**src/rtl/mii_tx_pkg.sv**
```systemverilog
package mii_tx_pkg;

    typedef enum logic [2:0] {
        ST_IDLE,
        ST_PREAMBLE,
        ST_SFD,
        ST_LOW,
        ST_HIGH,
        ST_GAP
    } tx_state_e;

endpackage

```
**src/rtl/mii_tx_span_counter.sv**
```systemverilog
module mii_tx_span_counter #(
    parameter int W = 5
) (
    input  logic         clk,
    input  logic         rst_n,
    input  logic         clear,
    input  logic         advance,
    output logic [W-1:0] count
);

    always_ff @(posedge clk) begin
        if (!rst_n) begin
            count <= '0;
        end else if (clear) begin
            count <= '0;
        end else if (advance) begin
            count <= count + 1'b1;
        end
    end

endmodule

```
**src/rtl/mii_tx_byte_hold.sv**
```systemverilog
module mii_tx_byte_hold #(
    parameter int NIB_W = 4
) (
    input  logic             clk,
    input  logic             rst_n,
    input  logic             load,
    input  logic [NIB_W-1:0] upper_in,
    input  logic             last_in,
    output logic [NIB_W-1:0] upper_q,
    output logic             last_q
);

    always_ff @(posedge clk) begin
        if (!rst_n) begin
            upper_q <= '0;
            last_q  <= 1'b0;
        end else if (load) begin
            upper_q <= upper_in;
            last_q  <= last_in;
        end
    end

endmodule

```
**src/rtl/mii_tx_serializer.sv**
```systemverilog
module mii_tx_serializer
    import mii_tx_pkg::*;
#(
    parameter int NIB_W       = 4,
    parameter int PRE_NIBBLES = 15,
    parameter int IFG_NIBBLES = 24
) (
    input  logic                 clk,
    input  logic                 rst_n,
    input  logic [2*NIB_W-1:0]   s_data,
    input  logic                 s_valid,
    input  logic                 s_last,
    output logic                 s_ready,
    output logic [NIB_W-1:0]     txd,
    output logic                 tx_en,
    output logic                 underrun
);

    localparam int BYTE_W  = 2 * NIB_W;
    localparam int SPAN    = (PRE_NIBBLES > IFG_NIBBLES) ? PRE_NIBBLES : IFG_NIBBLES;
    localparam int CNT_W   = $clog2(SPAN + 1);
    localparam logic [NIB_W-1:0] PRE_NIB = {(NIB_W/2){2'b01}};
    localparam logic [NIB_W-1:0] SFD_NIB = PRE_NIB | (NIB_W'(1) << (NIB_W - 1));
    localparam logic [CNT_W-1:0] PRE_END = CNT_W'(PRE_NIBBLES - 1);
    localparam logic [CNT_W-1:0] IFG_END = CNT_W'(IFG_NIBBLES - 1);

    tx_state_e        state_q, state_d;
    logic [CNT_W-1:0] span_cnt;
    logic             cnt_clear, cnt_adv;
    logic [NIB_W-1:0] upper_q;
    logic             last_q;
    logic             take;
    logic [NIB_W-1:0] txd_d;
    logic             en_d, und_d;

    assign s_ready = (state_q == ST_SFD) || (state_q == ST_HIGH && !last_q);
    assign take    = s_ready && s_valid;

    mii_tx_span_counter #(.W(CNT_W)) u_span (
        .clk     (clk),
        .rst_n   (rst_n),
        .clear   (cnt_clear),
        .advance (cnt_adv),
        .count   (span_cnt)
    );

    mii_tx_byte_hold #(.NIB_W(NIB_W)) u_hold (
        .clk      (clk),
        .rst_n    (rst_n),
        .load     (take),
        .upper_in (s_data[BYTE_W-1:NIB_W]),
        .last_in  (s_last),
        .upper_q  (upper_q),
        .last_q   (last_q)
    );

    // Next-state and counter control
    always_comb begin
        state_d   = state_q;
        cnt_clear = 1'b0;
        cnt_adv   = 1'b0;
        unique case (state_q)
            ST_IDLE: begin
                if (s_valid) begin
                    state_d   = ST_PREAMBLE;
                    cnt_clear = 1'b1;
                end
            end
            ST_PREAMBLE: begin
                if (span_cnt == PRE_END) begin
                    state_d = ST_SFD;
                end else begin
                    cnt_adv = 1'b1;
                end
            end
            ST_SFD: begin
                if (take) begin
                    state_d = ST_LOW;
                end else begin
                    state_d   = ST_GAP;
                    cnt_clear = 1'b1;
                end
            end
            ST_LOW: begin
                state_d = ST_HIGH;
            end
            ST_HIGH: begin
                if (take) begin
                    state_d = ST_LOW;
                end else begin
                    state_d   = ST_GAP;
                    cnt_clear = 1'b1;
                end
            end
            ST_GAP: begin
                if (span_cnt == IFG_END) begin
                    cnt_clear = 1'b1;
                    state_d   = s_valid ? ST_PREAMBLE : ST_IDLE;
                end else begin
                    cnt_adv = 1'b1;
                end
            end
            default: begin
                state_d   = ST_IDLE;
                cnt_clear = 1'b1;
            end
        endcase
    end

    // Output values for the next clock, decoded from the next state
    always_comb begin
        en_d  = 1'b0;
        txd_d = '0;
        und_d = 1'b0;
        unique case (state_d)
            ST_PREAMBLE: begin
                en_d  = 1'b1;
                txd_d = PRE_NIB;
            end
            ST_SFD: begin
                en_d  = 1'b1;
                txd_d = SFD_NIB;
            end
            ST_LOW: begin
                en_d  = 1'b1;
                txd_d = s_data[NIB_W-1:0];
            end
            ST_HIGH: begin
                en_d  = 1'b1;
                txd_d = upper_q;
            end
            ST_GAP: begin
                und_d = (state_q == ST_GAP) ? 1'b0 : s_ready;
            end
            default: begin
                en_d = 1'b0;
            end
        endcase
    end

    always_ff @(posedge clk) begin
        if (!rst_n) begin
            state_q  <= ST_IDLE;
            tx_en    <= 1'b0;
            txd      <= '0;
            underrun <= 1'b0;
        end else begin
            state_q  <= state_d;
            tx_en    <= en_d;
            txd      <= txd_d;
            underrun <= und_d;
        end
    end

    // Low-run tracker used only by the gap assertion
    logic [CNT_W-1:0] low_run;
    always_ff @(posedge clk) begin
        if (!rst_n) begin
            low_run <= CNT_W'(IFG_NIBBLES);
        end else if (tx_en) begin
            low_run <= '0;
        end else if (low_run < CNT_W'(IFG_NIBBLES)) begin
            low_run <= low_run + 1'b1;
        end
    end

    a_r2_rise_with_preamble: assert property (@(posedge clk) disable iff (!rst_n)
        $rose(tx_en) |-> txd == PRE_NIB);

    a_r4_end_after_high_or_sfd: assert property (@(posedge clk) disable iff (!rst_n)
        $fell(tx_en) |-> ($past(state_q) == ST_HIGH || $past(state_q) == ST_SFD));

    a_r5_idle_bus_zero: assert property (@(posedge clk) disable iff (!rst_n)
        !tx_en |-> txd == '0);

    a_r6_ready_inside_frame: assert property (@(posedge clk) disable iff (!rst_n)
        s_ready |-> tx_en);

    a_r7_underrun_single: assert property (@(posedge clk) disable iff (!rst_n)
        underrun |=> !underrun);

    a_r7_underrun_ends_frame: assert property (@(posedge clk) disable iff (!rst_n)
        underrun |-> (!tx_en && $past(tx_en)));

    a_r8_gap_kept: assert property (@(posedge clk) disable iff (!rst_n)
        $rose(tx_en) |-> low_run >= CNT_W'(IFG_NIBBLES));

endmodule

```
**config.mk**
```make
export PLATFORM = sky130hd
export DESIGN_NAME = mii_tx_serializer
export DESIGN_NICKNAME = d
export VERILOG_FILES = /design/src/rtl/mii_tx_pkg.sv /design/src/rtl/mii_tx_span_counter.sv /design/src/rtl/mii_tx_byte_hold.sv /design/src/rtl/mii_tx_serializer.sv
export SDC_FILE = /design/constraint.sdc
export NUM_CORES = 1
export LEC_CHECK = 0
export ABC_AREA = 1
export BUFFER_PORTS_ARGS = -buffer_cell sky130_fd_sc_hd__buf_2
export CAP_MARGIN = 5
export CORE_MARGIN = 2
export CORE_UTILIZATION = 56
export CTS_CLUSTER_DIAMETER = 150
export DETAILED_ROUTE_END_ITERATION = 16
export PLACE_DENSITY = 0.85
export SYNTH_ARGS = -nofsm -noshare
export SYNTH_HDL_FRONTEND = slang
export SYNTH_SLANG_ARGS = --single-unit
```
**constraint.sdc**
```tcl
create_clock -name clk -period 2.7 [get_ports clk]
set_input_delay 0.135 -clock clk [delete_from_list [all_inputs] [get_ports clk]]
set_output_delay 0.135 -clock clk [all_outputs]
set_load 0.02 [all_outputs]
```
# Yosys cells after proc, flatten, opt, wreduce, memory -nomap -nowiden
# Index checks and enable logic that the tools add are counted.
# classes
n_addsub	1
n_eq_ne	12
muxes	15
bitwise	2
reduce_logical	10
# op_table
op	count
$pmux 4 s4	1
$pmux 3 s5	1
$eq 3x2->1 const B	4
$eq 3x3->1 const B	4
$mux 3	4
$mux 1	7
$eq 3x1->1 const B	2
$reduce_or 2->1	3
$add 5x1->5 const B	1
$eq 5x4->1 const B	1
$eq 5x5->1 const B	1
$pmux 1 s4	1
$reduce_or 4->1	1
$logic_not 3->1	1
$reduce_or 3->1	1
$logic_and 1x1->1	2
$not 1->1	2
$pmux 1 s2	1
$logic_not 1->1	1
$logic_or 1x1->1	1
# totals
ff_bits	19
inputBits	12
out_inout_bits	7
word_cells	47

# Depth between registers and ports, before layout
# Gate-level depths: netlist of the first run.
# logic_depth
depth_word	9
depth_mapped	11
ltp_nobuf	11

# Modules after synthesis
# Synthesis of the first run repeated with hierarchy kept, for this count alone.
# hier_totals
hier_cells	147
hier_area_um2	963.4
# modules_own_cells
mod	n_inst	cells_each	area_each_um2	seq_area_each_um2
mii_tx_serializer	1	85	544.3	180.2
mii_tx_span_counter	1	31	214.0	100.1
mii_tx_byte_hold	1	31	205.2	100.1

# Worst setup path after synthesis of the first run
# No wires, ideal clock.
# synth_timing
path_kind	reg-to-reg
start	register u_span.count[0]
end	register tx_en
setup_ps	109
arrival_time_ps	1253
required_time_ps	2591
path_slack_ps	1338
stages_incl_launch_ff	12
path_buffers	0
period_less_slack_ps	1362
cell_sequence	dfxtp_1 -> inv_1 -> ha_1 -> nand2_1 -> nor2_1 -> nor2_1 -> a21oi_2 -> nand2_1 -> nand3_2 -> nand3_1 -> nand2_1 -> inv_1
# synth_between
elab_chain_cells	6
word_cells_on_any_way	11
# synth_rtl
item	line	text
start: declaration	mii_tx_span_counter.sv:8	output logic [W-1:0] count
start signal: assignment	mii_tx_span_counter.sv:17	count <= count + 1'b1;
$eq 5x5->1 or $eq 5x4->1 (tied branches)	mii_tx_serializer.sv:96, mii_tx_serializer.sv:70	
$mux 3 (on tied branches)	mii_tx_serializer.sv:96, mii_tx_serializer.sv:70	
$pmux 3 s5 (*)	mii_tx_serializer.sv:62	unique case (state_q)
$eq 3x3->1 (tied with other cells)	mii_tx_serializer.sv:115	unique case (state_d)
$reduce_or 4->1 (no source line) (*)	-	
$mux 1 (*)	mii_tx_serializer.sv:115	
end signal: assignment	mii_tx_serializer.sv:149	tx_en <= en_d;
end: declaration	mii_tx_serializer.sv:15	output logic tx_en,
# Every way passes the cells marked *; elsewhere a longest branch is shown, timed or not.
# A chain may end at the register's enable or synchronous reset.

# Final worst setup path of the first run
# layout_timing
start	register u_span.count[0]
end	register txd[0]
# layout_between
elab_chain_cells	5
word_cells_on_any_way	10
# layout_rtl
item	line	text
$eq 5x5->1 or $eq 5x4->1 (tied branches)	mii_tx_serializer.sv:96, mii_tx_serializer.sv:70	
$mux 3 (on tied branches)	mii_tx_serializer.sv:96, mii_tx_serializer.sv:70	
$pmux 3 s5 (*)	mii_tx_serializer.sv:62	
$eq 3x3->1 (tied with other cells)	mii_tx_serializer.sv:115	
$pmux 4 s4 (*)	mii_tx_serializer.sv:115	
end signal: assignment	mii_tx_serializer.sv:150	txd <= txd_d;
end: declaration	mii_tx_serializer.sv:14	output logic [NIB_W-1:0] txd,
# Marks and branches as above.

==> out/qor.txt, run 1 <==
Outcome - completed
Portion of synthesized cell area occupied by the leading cell type - 39.90%
Setup CP Type - reg -> reg
Buffers plus inverters on the worst setup path - 2
MaxCap Viol Count - 0
Gpl congestion - 0.9003
Count of input and output buffers - 18
Synth Register Bits - 19
Antenna violations before repair - 0
Setup violations, final - 0
Slew of the pin with the lowest slew margin - 0.3481 ns
Maximum vdd ir drop - 0.3681 mV
Hold-fix buffer count after cts - 0
Reg2Reg Depth - 11
Total CTS buffers - 3
Area delta synth->final - 13.65%
Pins over their slew limit - 0
All-layer global routing usage - 20.91%
Count of unique library cells instantiated by Yosys - 21
Via count - 888
Syn_nets - 151
Number of filler cells placed in the layout - 132
Post-CTS setup buffer count - 0
Worst slack after detailed placement - 1.159 ns
Instance count along the most critical hold path - 3
Largest fanout on the critical path - 5
Hold/Removal Path Class - in -> reg
Crit path capture type - flip-flop
LEAKAGE - 0.5128 nW
Share of layout cells above drive strength 1 - 20.89%
Endpoint of the most critical register-to-register path - txd[0]
Critical-path top delay cell - sky130_fd_sc_hd__dfxtp_1
Share of synthesized flip-flops with an asynchronous set or reset - 0%
Post-layout minimum cycle time - 1.565 ns
Top FF cell, synth - sky130_fd_sc_hd__dfxtp_1
Setup slack of the most critical reg-to-reg path - 1.13 ns
Final ANT Viol Nets - 0
Maximum single-stage delay on the critical path - 0.35 ns
Number of antenna repair diodes - 0
Wire length of the first global-routing pass - 3.111 mm
Hold path start - s_data[4]
Data arrival at the endpoint of the critical path - 1.79 ns
Count of synthesis-stage warnings from yosys - 0
Crit-path cells - inv_1 > ha_1 > nand2_1 > nor2_1 > nor2_1 > a21oi_2 > nand2_1 > nand3_2 > nand3_1 > nand2_1 > inv_1
Wire length reported by the detailed router - 1.832 mm
Number of enable flip-flop cells after synthesis - 0
Post-DP HPWL - 1.391 mm
Post-route cell area - 1084 µm²
Number of standard cells in the final layout excluding fillers - 174
Area after DPL - 1056 µm²
Number of DRC violations after detailed routing - 0
Die Wd - 45.26 µm
Power per unit of standard cell area - 448.4 nW/µm²
CTS tree - yes
Worst-case hold path end point - u_hold.upper_q[0]
Std-Cell Core Area - 1559 µm²
H-tree level count - 1
Clock Latency Late Sink - 0.31 ns
Overall overflow remaining after global route - 0
Clk Tree Root Cell - sky130_fd_sc_hd__clkbuf_4
Floorplan row count - 14
Met3 WL post-DR - 71 µm
Required time worst endpoint - 2.92 ns
Cell count after placement - 170
Detailed router's first-iteration violation count - 24
Final core utilization - 69.50%
Critical path's most frequent cell - sky130_fd_sc_hd__nand2_1
Post-layout total power - 0.4858 mW
Top area cells in the synthesized netlist - sky130_fd_sc_hd__dfxtp_1 40%, sky130_fd_sc_hd__nand2_1 13%, sky130_fd_sc_hd__nor2_1 8.7%
Total standard cell area after synthesis - 953.4 µm²
Number of instances resized during post-cts repair - 0
Category of cells accounting for the largest share of critical-path delay - simple AND/OR/NAND/NOR gates
Worst hold slack after final layout - 0.06581 ns
Vias in the first global route - 795
Top-count cell post-synth - sky130_fd_sc_hd__nand2_1
Clock edge transition at the registers on the reported setup and hold paths - 0.11 ns
# nets final - 173
Avg Synthesized Cell Area - 6.959 µm²
Maximum buffer depth of the clock tree - 2
Met1 layer wirelength in the final routing - 850 µm
Y dimension of the die - 45.26 µm
Post-route clock skew - 0.007264 ns
Most frequent cells after synthesis - 33 x sky130_fd_sc_hd__nand2_1, 22 x sky130_fd_sc_hd__nor2_1, 20 x sky130_fd_sc_hd__inv_1, 19 x sky130_fd_sc_hd__dfxtp_1, 11 x sky130_fd_sc_hd__nand3_1
Initial core utilization - 61.16%
Setup repair after global routing missed its margin - false
Final hold violation count - 0
Top Layer Used - met4
Pin count of the biggest net entering global routing - 12
Final period util - 57.98%
Worst rel slew slack - 76.55%
First-pass DRT Iterations - 4
Via density - 5.103
Average detailed-routed wire length per instance - 10.53 µm
Post-Synthesis Cells - 137
Final WS setup - 1.135 ns
Detailed route wirelength on metal2 - 873 µm
Cell taking the most area after synthesis - sky130_fd_sc_hd__dfxtp_1
Die ar. - 2048 µm²
Startpoint class of the critical path - flip-flop
Sequential share of the synthesized area - 39.90%
Sink Count - 19
Setup total negative slack - 0 ns
Top-level I/O count - 19
R2R Path Start - u_span.count[0]
F_max - 638.8 MHz
==> routing by layer <==
metal  track usage [%]  vias to the layer above
met2             35.71                       20
met5                 0                        -
li1                  -                      472
met3             4.000                        5
met1             24.69                      391
met4             10.59                        0
==> area by class of cell <==
class                      count  area, µm²  area share [%]
clock buffer                   3      22.52           2.079
inverter                      21      83.83           7.737
timing repair buffer          18      90.09           8.314
multi-input combinational     96      481.7           44.46
sequential                    19      380.4           35.10
tap                           16      20.02           1.848
clock inverter                 1      5.005          0.4619
==> cell usage in the layout (no fill, tap or decap) <==
cell	netlist	final
sky130_fd_sc_hd__nand2_4	1	1
sky130_fd_sc_hd__nor2_1	22	22
sky130_fd_sc_hd__a21oi_2	2	2
sky130_fd_sc_hd__buf_2	0	18
sky130_fd_sc_hd__o21ai_2	1	1
sky130_fd_sc_hd__o21ai_0	7	7
sky130_fd_sc_hd__inv_6	1	1
sky130_fd_sc_hd__nand2_2	1	1
sky130_fd_sc_hd__nand2_1	33	33
sky130_fd_sc_hd__clkbuf_4	0	3
sky130_fd_sc_hd__nand4_1	1	1
sky130_fd_sc_hd__nor2_4	1	1
sky130_fd_sc_hd__clkinv_2	0	1
sky130_fd_sc_hd__inv_1	20	20
sky130_fd_sc_hd__dfxtp_1	19	19
sky130_fd_sc_hd__nand3b_1	1	1
sky130_fd_sc_hd__nor3b_1	1	1
sky130_fd_sc_hd__a21oi_1	7	7
sky130_fd_sc_hd__nand3_1	11	11
sky130_fd_sc_hd__nand3_2	3	3
sky130_fd_sc_hd__nor3b_2	1	1
sky130_fd_sc_hd__ha_1	2	2
sky130_fd_sc_hd__or2_0	1	1
==> cells by family (layout without fill, tap and decap cells) <==
family	Yosys count	after routing	synth area share, %
buffers and inverters	22	43	9.580
AO/OA/AOI/OAI	17	17	10.10
AND/OR/NAND/NOR	77	77	37.80
flip-flops	19	19	39.89
adder cells (fa/ha/maj)	2	2	2.624
==> worst max path at each step <==
stage	from	endpoint	slack, ns	cells past startpoint
6_report	u_span.count[0]	txd[0]	1.13	11
5_1_grt	u_span.count[0]	underrun	0.96	6
4_1_cts	u_span.count[0]	txd[0]	1.15	11
3_5_place_dp	u_span.count[0]	txd[0]	1.16	11
3_3_place_gp	u_span.count[0]	txd[0]	1.24	11
2_1_floorplan	u_span.count[0]	tx_en	1.34	11
==> power by group <==
| part | leakage (nW) | internal (mW) | total, mW | switching, mW |
|---|---|---|---|---|
| logic | 0.341 | 0.0190 | 0.0496 | 0.0306 |
| clock network | 0.0177 | 0.0554 | 0.146 | 0.0910 |
| registers | 0.154 | 0.286 | 0.290 | 0.00346 |
==> worst reg2reg max path, cell delays in order (launching register included) <==
cell and delay [ns]:
sky130_fd_sc_hd__dfxtp_1 0.35, sky130_fd_sc_hd__inv_1 0.08, sky130_fd_sc_hd__ha_1 0.14, sky130_fd_sc_hd__nand2_1 0.05, sky130_fd_sc_hd__nor2_1 0.20, sky130_fd_sc_hd__nor2_1 0.09
sky130_fd_sc_hd__a21oi_2 0.20, sky130_fd_sc_hd__nand2_1 0.11, sky130_fd_sc_hd__nand3_2 0.10, sky130_fd_sc_hd__nand3_1 0.07, sky130_fd_sc_hd__nand2_1 0.06, sky130_fd_sc_hd__inv_1 0.04
==> flip-flops by register name (all words and copies together), names as in the netlist <==
register,flops
u_span.count,5
txd,4
u_hold.upper_q,4
state_q,3
tx_en,1
u_hold.last_q,1
underrun,1
(Power assumes the default switching activity.)
==> inputs of run 2 (changes only) <==
ABC_AREA = 0   (was 1)
CORE_UTILIZATION = 53   (was 56)
PLACE_DENSITY = 0.81   (was 0.85)
clock period = 1.6 ns   (was 2.7 ns; I/O delays follow)
==> out/qor.txt, run 2 <==
Outcome - finished, violations left
Violated checks - negative hold slack, negative setup slack
Final core utilization - 83.62% (+14 points)
Number of filler cells placed in the layout - 118 (-11%)
Setup CP Type - reg -> reg
Post-layout total power - 0.8644 mW (+78%)
Area delta synth->final - 44.84%
Via count - 1092 (+23%)
Setup total negative slack - -0.1768 ns (-0.1768 ns)
Number of enable flip-flop cells after synthesis - 0 (unchanged)
Avg Synthesized Cell Area - 8.780 µm² (+26%)
Hold/Removal Path Class - in -> reg
Setup violations, final - 8 (+8)
H-tree level count - 1 (unchanged)
Total standard cell area after synthesis - 1018 µm² (+6.8%)
Detailed router's first-iteration violation count - 30 (+25%)
Post-Synthesis Cells - 116 (-15%)
Largest fanout on the critical path - 4 (-1)
Data arrival at the endpoint of the critical path - 1.88 ns (+0.09 ns)
Floorplan row count - 15 (+1)
Number of standard cells in the final layout excluding fillers - 176 (+1.1%)
Pins over their slew limit - 0 (unchanged)
Die Wd - 47.84 µm (+5.7%)
Cell count after placement - 169 (-0.59%)
Count of input and output buffers - 18 (unchanged)
Clk Tree Root Cell - sky130_fd_sc_hd__clkbuf_4
Cell taking the most area after synthesis - sky130_fd_sc_hd__dfxtp_1
Clock Latency Late Sink - 0.31 ns (about the same)
Wire length of the first global-routing pass - 4.057 mm (+30%)
Most common library cell in the layout ignoring fill and taps - sky130_fd_sc_hd__buf_2
Crit-path cells - inv_4 > ha_4 > nand4b_1 > buf_4 > or3_4 > and3_4 > and3_1
Final ANT Viol Nets - 0 (unchanged)
Top Registers - u_span.count: 5 flops, txd: 4 flops, u_hold.upper_q: 4 flops
Category of cells accounting for the largest share of critical-path delay - simple AND/OR/NAND/NOR gates
Flip-flop count of the largest register after layout - 5 (unchanged)
Register name with the most flops - u_span.count
Commonest non-fill, non-tap cells in the layout - 18 x sky130_fd_sc_hd__buf_2, 17 x sky130_fd_sc_hd__buf_4, 13 x sky130_fd_sc_hd__dfxtp_1
Top area cells in the synthesized netlist - sky130_fd_sc_hd__dfxtp_1 37%, sky130_fd_sc_hd__mux2i_1 5.9%, sky130_fd_sc_hd__o2111ai_1 4.3%
Startpoint class of the critical path - flip-flop
Wire length reported by the detailed router - 3.092 mm (+69%)
Count of unique library cells instantiated by Yosys - 38 (+81%)
Maximum vdd ir drop - 0.5896 mV (+60%)
Sequential share of the synthesized area - 37.35% (-2.5 points)
Area after DPL - 1224 µm² (+16%)
Share of synthesized flip-flops with an asynchronous set or reset - 0% (unchanged)
Post-layout minimum cycle time - 1.660 ns (+0.09428 ns)
Count of synthesis-stage warnings from yosys - 0 (unchanged)
F_max - 602.5 MHz (-5.7%)
Final hold violation count - 2 (+2)
Post-DP HPWL - 1.913 mm (+38%)
Worst rel slew slack - 69.82% (-6.7 points)
Final WS setup - -0.05972 ns (-1.194 ns)
Combinational family with the most area after synthesis - simple AND/OR/NAND/NOR gates
Most frequent cells after synthesis - 19 x sky130_fd_sc_hd__dfxtp_1, 7 x sky130_fd_sc_hd__nand2_1, 7 x sky130_fd_sc_hd__nor2_1
Setup repair after global routing missed its margin - true
Share of the synthesized area in compound gates (AO/OA/AOI/OAI) - 23.71% (+14 points)
All-layer global routing usage - 26.00% (+5.1 points)
Crit path capture type - flip-flop
Top FF cell, synth - sky130_fd_sc_hd__dfxtp_1
Clock edge transition at the registers on the reported setup and hold paths - 0.11 ns (about the same)
Antenna violations before repair - 0 (unchanged)
Top-count cell post-synth - sky130_fd_sc_hd__dfxtp_1
Number of DRC violations after detailed routing - 0 (unchanged)
MaxCap Viol Count - 0 (unchanged)
Maximum buffer depth of the clock tree - 2 (unchanged)
Worst slack after detailed placement - -0.1022 ns (-1.261 ns)
Xor and xnor area share after synthesis - 0.8600% (+0.86 points)
Gpl congestion - 0.9444 (+4.9%)
Required time worst endpoint - 1.82 ns (-1.10 ns)
Power per unit of standard cell area - 586.0 nW/µm² (+31%)
Simple-gate portion of the synthesized area - 24.32% (-13 points)
Post-route clock skew - 0.002781 ns (-0.004483 ns)
Synth Register Bits - 19 (unchanged)
Maximum single-stage delay on the critical path - 0.39 ns (+0.04 ns)
Sink Count - 19 (unchanged)
Final period util - 103.7% (+46 points)
Top-level I/O count - 19 (unchanged)
Syn_nets - 130 (-14%)
Proportion of synthesized area in mux cells - 5.897% (+5.9 points)
Total CTS buffers - 3 (unchanged)
Critical-path top delay cell - sky130_fd_sc_hd__dfxtp_4
CTS tree - yes
Worst hold slack after final layout - -0.005595 ns (-0.07140 ns)
Buffers plus inverters on the worst setup path - 2 (unchanged)
Fraction of the mapped netlist area in adder cells - 2.457% (-0.17 points)
Via density - 6.205 (+22%)
First-pass DRT Iterations - 4 (unchanged)
Std-Cell Core Area - 1764 µm² (+13%)
Average detailed-routed wire length per instance - 17.57 µm (+67%)
Share of layout cells above drive strength 1 - 49.67% (+29 points)
Post-route cell area - 1475 µm² (+36%)
Initial core utilization - 57.73% (-3.4 points)
Vias in the first global route - 942 (+18%)
Portion of synthesized cell area occupied by the leading cell type - 37.35% (-2.5 points)
Slew of the pin with the lowest slew margin - 0.4526 ns (+0.1045 ns)
LEAKAGE - 0.5317 nW (+3.7%)
# nets final - 166 (-4.0%)
Y dimension of the die - 47.84 µm (+5.7%)
Overall overflow remaining after global route - 0 (unchanged)
Number of antenna repair diodes - 0 (unchanged)
Die ar. - 2288 µm² (+12%)
Pin count of the biggest net entering global routing - 14 (+2)
run 2: cell count changes in the layout (fill, tap and decap cells not counted), moves of 5 or more:
cell	delta
sky130_fd_sc_hd__buf_4	+17
sky130_fd_sc_hd__inv_1	-16
sky130_fd_sc_hd__nand3_1	-10
sky130_fd_sc_hd__nand2_1	-27
sky130_fd_sc_hd__nor3_1	+5
sky130_fd_sc_hd__mux2i_1	+5
sky130_fd_sc_hd__nor2_1	-15
sky130_fd_sc_hd__dfxtp_1	-6
run 2: metal layers:
| metal | vias up | routed length, µm | GRT usage, % |
|---|---|---|---|
| met4 | 0 | 83 | 8.649 |
| met5 | - | 0 | 0 |
| li1 | 508 | - | - |
| met1 | 524 | 1275 | 34.94 |
| met2 | 50 | 1563 | 40.27 |
| met3 | 10 | 169 | 7.170 |
run 2: path summary, 6_finish.rpt:
path / from / endpoint / slack [ns] / cells past startpoint
setup / recovery: u_span.count[0] / underrun / -0.06 / 7
hold reg to reg: u_hold.upper_q[1] / u_hold.upper_q[1] / 0.52 / 2
setup reg to reg: u_span.count[0] / underrun / -0.06 / 7
hold / removal: s_data[5] / u_hold.upper_q[1] / -0.006 / 3
run 2: power by group:
group	switching, mW	internal (mW)	leakage (nW)
logic	0.0656	0.0489	0.360
clock network	0.162	0.0957	0.0139
registers	0.0116	0.481	0.158
run 2: cells by family after synthesis:
kind of cell / Yosys count
AOI/OAI and AO/OA: 33
xor gates and xnor gates: 1
adders and majority gates: 2
buffers and inverters: 11
DFF: 19
muxes: 6
and+or+nand+nor: 44
run 2: worst min-delay path: stages:
cell and delay, ns:
sky130_fd_sc_hd__buf_2 0.07, sky130_fd_sc_hd__mux2i_1 0.05, sky130_fd_sc_hd__nor2_1 0.07
run 2: final cells by class:
cell class,count,area (µm²),share of cell area (%)
well taps,25,31.28,2.120
multi-input cells,86,759.5,51.48
inverters,5,21.27,1.442
clock inverters,1,7.507,0.5089
flip-flops and latches,19,392.9,26.63
clock buffers,3,22.52,1.527
repair buffers,37,240.2,16.29
run 2: timing repair:
item	4_1_cts	5_1_grt
resized for setup	14	32
endpoints found under the setup margin	13	16
buffers inserted	2	1
hold buffers	0	0
pin swaps	1	11
gates cloned	0	0
==> inputs of run 3 (changes only) <==
MAX_ROUTING_LAYER = met4   (was unset)
==> out/qor.txt, run 3 (same netlist as run 2, synthesis figures left out) <==
Maximum vdd ir drop - 0.5247 mV (-11%)
Die ar. - 2288 µm² (unchanged)
Vias in the first global route - 1006 (+6.8%)
Wire length reported by the detailed router - 3.397 mm (+9.9%)
Final core utilization - 87.23% (+3.6 points)
Startpoint class of the critical path - flip-flop
Std-Cell Core Area - 1764 µm² (unchanged)
Post-DP HPWL - 1.844 mm (-3.6%)
MaxCap Viol Count - 0 (unchanged)
Overall overflow remaining after global route - 0 (unchanged)
Number of DRC violations after detailed routing - 0 (unchanged)
Y dimension of the die - 47.84 µm (unchanged)
Critical path's most frequent cell - sky130_fd_sc_hd__buf_4
Final ANT Viol Nets - 0 (unchanged)
Slew of the pin with the lowest slew margin - 0.4556 ns (+0.003005 ns)
Most common library cell in the layout ignoring fill and taps - sky130_fd_sc_hd__buf_4
Violated checks - negative setup slack
Required time worst endpoint - 1.84 ns (+0.02 ns)
Maximum single-stage delay on the critical path - 0.34 ns (-0.05 ns)
Wire length of the first global-routing pass - 4.457 mm (+9.9%)
Largest fanout on the critical path - 6 (+2)
Critical-path top delay cell - sky130_fd_sc_hd__dfxtp_2
Maximum buffer depth of the clock tree - 2 (unchanged)
Pins over their slew limit - 0 (unchanged)
LEAKAGE - 0.5804 nW (+9.2%)
Post-layout total power - 0.8683 mW (+0.45%)
Setup violations, final - 11 (+3)
# nets final - 177 (+6.6%)
Flip-flop count of the largest register after layout - 5 (unchanged)
Antenna violations before repair - 0 (unchanged)
Setup total negative slack - -0.3117 ns (-0.1350 ns)
Final WS setup - -0.07412 ns (-0.01440 ns)
Top Registers - u_span.count: 5 flops, txd: 4 flops, u_hold.upper_q: 4 flops
Power per unit of standard cell area - 564.2 nW/µm² (-3.7%)
Floorplan row count - 15 (unchanged)
Final hold violation count - 0 (-2)
Number of antenna repair diodes - 0 (unchanged)
Clock Latency Late Sink - 0.30 ns (about the same)
First-pass DRT Iterations - 4 (unchanged)
Commonest non-fill, non-tap cells in the layout - 25 x sky130_fd_sc_hd__buf_4, 18 x sky130_fd_sc_hd__buf_2, 14 x sky130_fd_sc_hd__dfxtp_1
Number of standard cells in the final layout excluding fillers - 187 (+6.3%)
Hold/Removal Path Class - in -> reg
Area delta synth->final - 51.11%
Pin count of the biggest net entering global routing - 14 (unchanged)
Detailed router's first-iteration violation count - 53 (+77%)
CTS tree - yes
F_max - 597.3 MHz (-0.86%)
Data arrival at the endpoint of the critical path - 1.91 ns (+0.03 ns)
All-layer global routing usage - 29.15% (+3.2 points)
Post-route clock skew - 0.004050 ns (+0.001270 ns)
Gpl congestion - 0.9086 (-3.8%)
Sink Count - 19 (unchanged)
Top-level I/O count - 19 (unchanged)
Count of input and output buffers - 18 (unchanged)
Crit-path cells - buf_4 > buf_4 > o21ai_0 > and3_4 > o2111ai_1 > a22oi_1
Worst slack after detailed placement - -0.1218 ns (-0.01959 ns)
Initial core utilization - 57.73% (unchanged)
Clk Tree Root Cell - sky130_fd_sc_hd__clkbuf_4
Clock edge transition at the registers on the reported setup and hold paths - 0.12 ns (about the same)
Via count - 1158 (+6.0%)
Setup CP Type - reg -> reg
Average detailed-routed wire length per instance - 18.17 µm (+3.4%)
Final period util - 104.6% (+0.90 points)
Crit path capture type - flip-flop
Via density - 6.193 (-0.19%)
H-tree level count - 1 (unchanged)
Outcome - finished, violations left
Post-layout minimum cycle time - 1.674 ns (+0.01440 ns)
Cell count after placement - 175 (+3.6%)
Setup repair after global routing missed its margin - true
Worst rel slew slack - 69.53% (-0.30 points)
Register name with the most flops - u_span.count
Total CTS buffers - 3 (unchanged)
Die Wd - 47.84 µm (unchanged)
Share of layout cells above drive strength 1 - 50.00% (+0.33 points)
-- run 3: cell types whose count changed in the layout (fill, tap and decap cells not counted), sizes merged --
cell and change:
clkinvlp -1, mux2i +1, buf +10, clkinv +1
-- run 3: metrics by stage --
stage	hold slack [ns]	instance area, µm²
3_5_place_dp	0.3240	1269
6_report	0.02237	1539
5_1_grt	0.02854	1539
2_1_floorplan	0.2072	1018
3_3_place_gp	0.3172	1269
4_1_cts	0.006169	1374
-- run 3: final cells by class --
cell class | instances | area (µm²)
Inverter | 5 | 18.77
Multi-Input combinational cell | 87 | 747.0
Clock inverter | 1 | 5.005
Tap cell | 25 | 31.28
Timing Repair Buffer | 47 | 322.8
Sequential cell | 19 | 391.6
Clock buffer | 3 | 22.52
Fill cell | 97 | 225.2
-- run 3: repair_timing --
action,in CTS,in global routing
resized for setup,13,27
pin swaps,0,10
hold buffers,0,0
gates cloned,0,1
setup buffers,5,6
endpoints found under the setup margin,14,17
-- run 3: where the power goes --
part | switching (mW) | internal [mW]
registers | 0.0111 | 0.481
clock network | 0.164 | 0.0933
logic | 0.0668 | 0.0521
-- run 3: critical path: cells and delay by family, from the launching register on --
family                 cells  cell delay, ns
AOI/OAI and AO/OA          3            0.71
buffers and inverters      2            0.29
DFF                        1            0.34
and+or+nand+nor            1            0.26
-- run 3: path summary, 6_finish.rpt --
path | startpoint | end | slack, ns | depth (start not counted)
max | state_q[2] | txd[3] | -0.07 | 6
min | s_data[5] | u_hold.upper_q[1] | 0.02 | 3
max reg2reg | state_q[2] | txd[3] | -0.07 | 6
min reg2reg | u_hold.upper_q[1] | txd[1] | 0.51 | 2
-- run 3: metal layers --
metal  track usage, %  vias to the layer above  wire length [µm]
li1                 -                      533                 -
met1            38.25                      544              1404
met2            44.80                       69              1643
met3            4.528                       12               254
met4            11.35                        0                93
met5                -                        -                 0
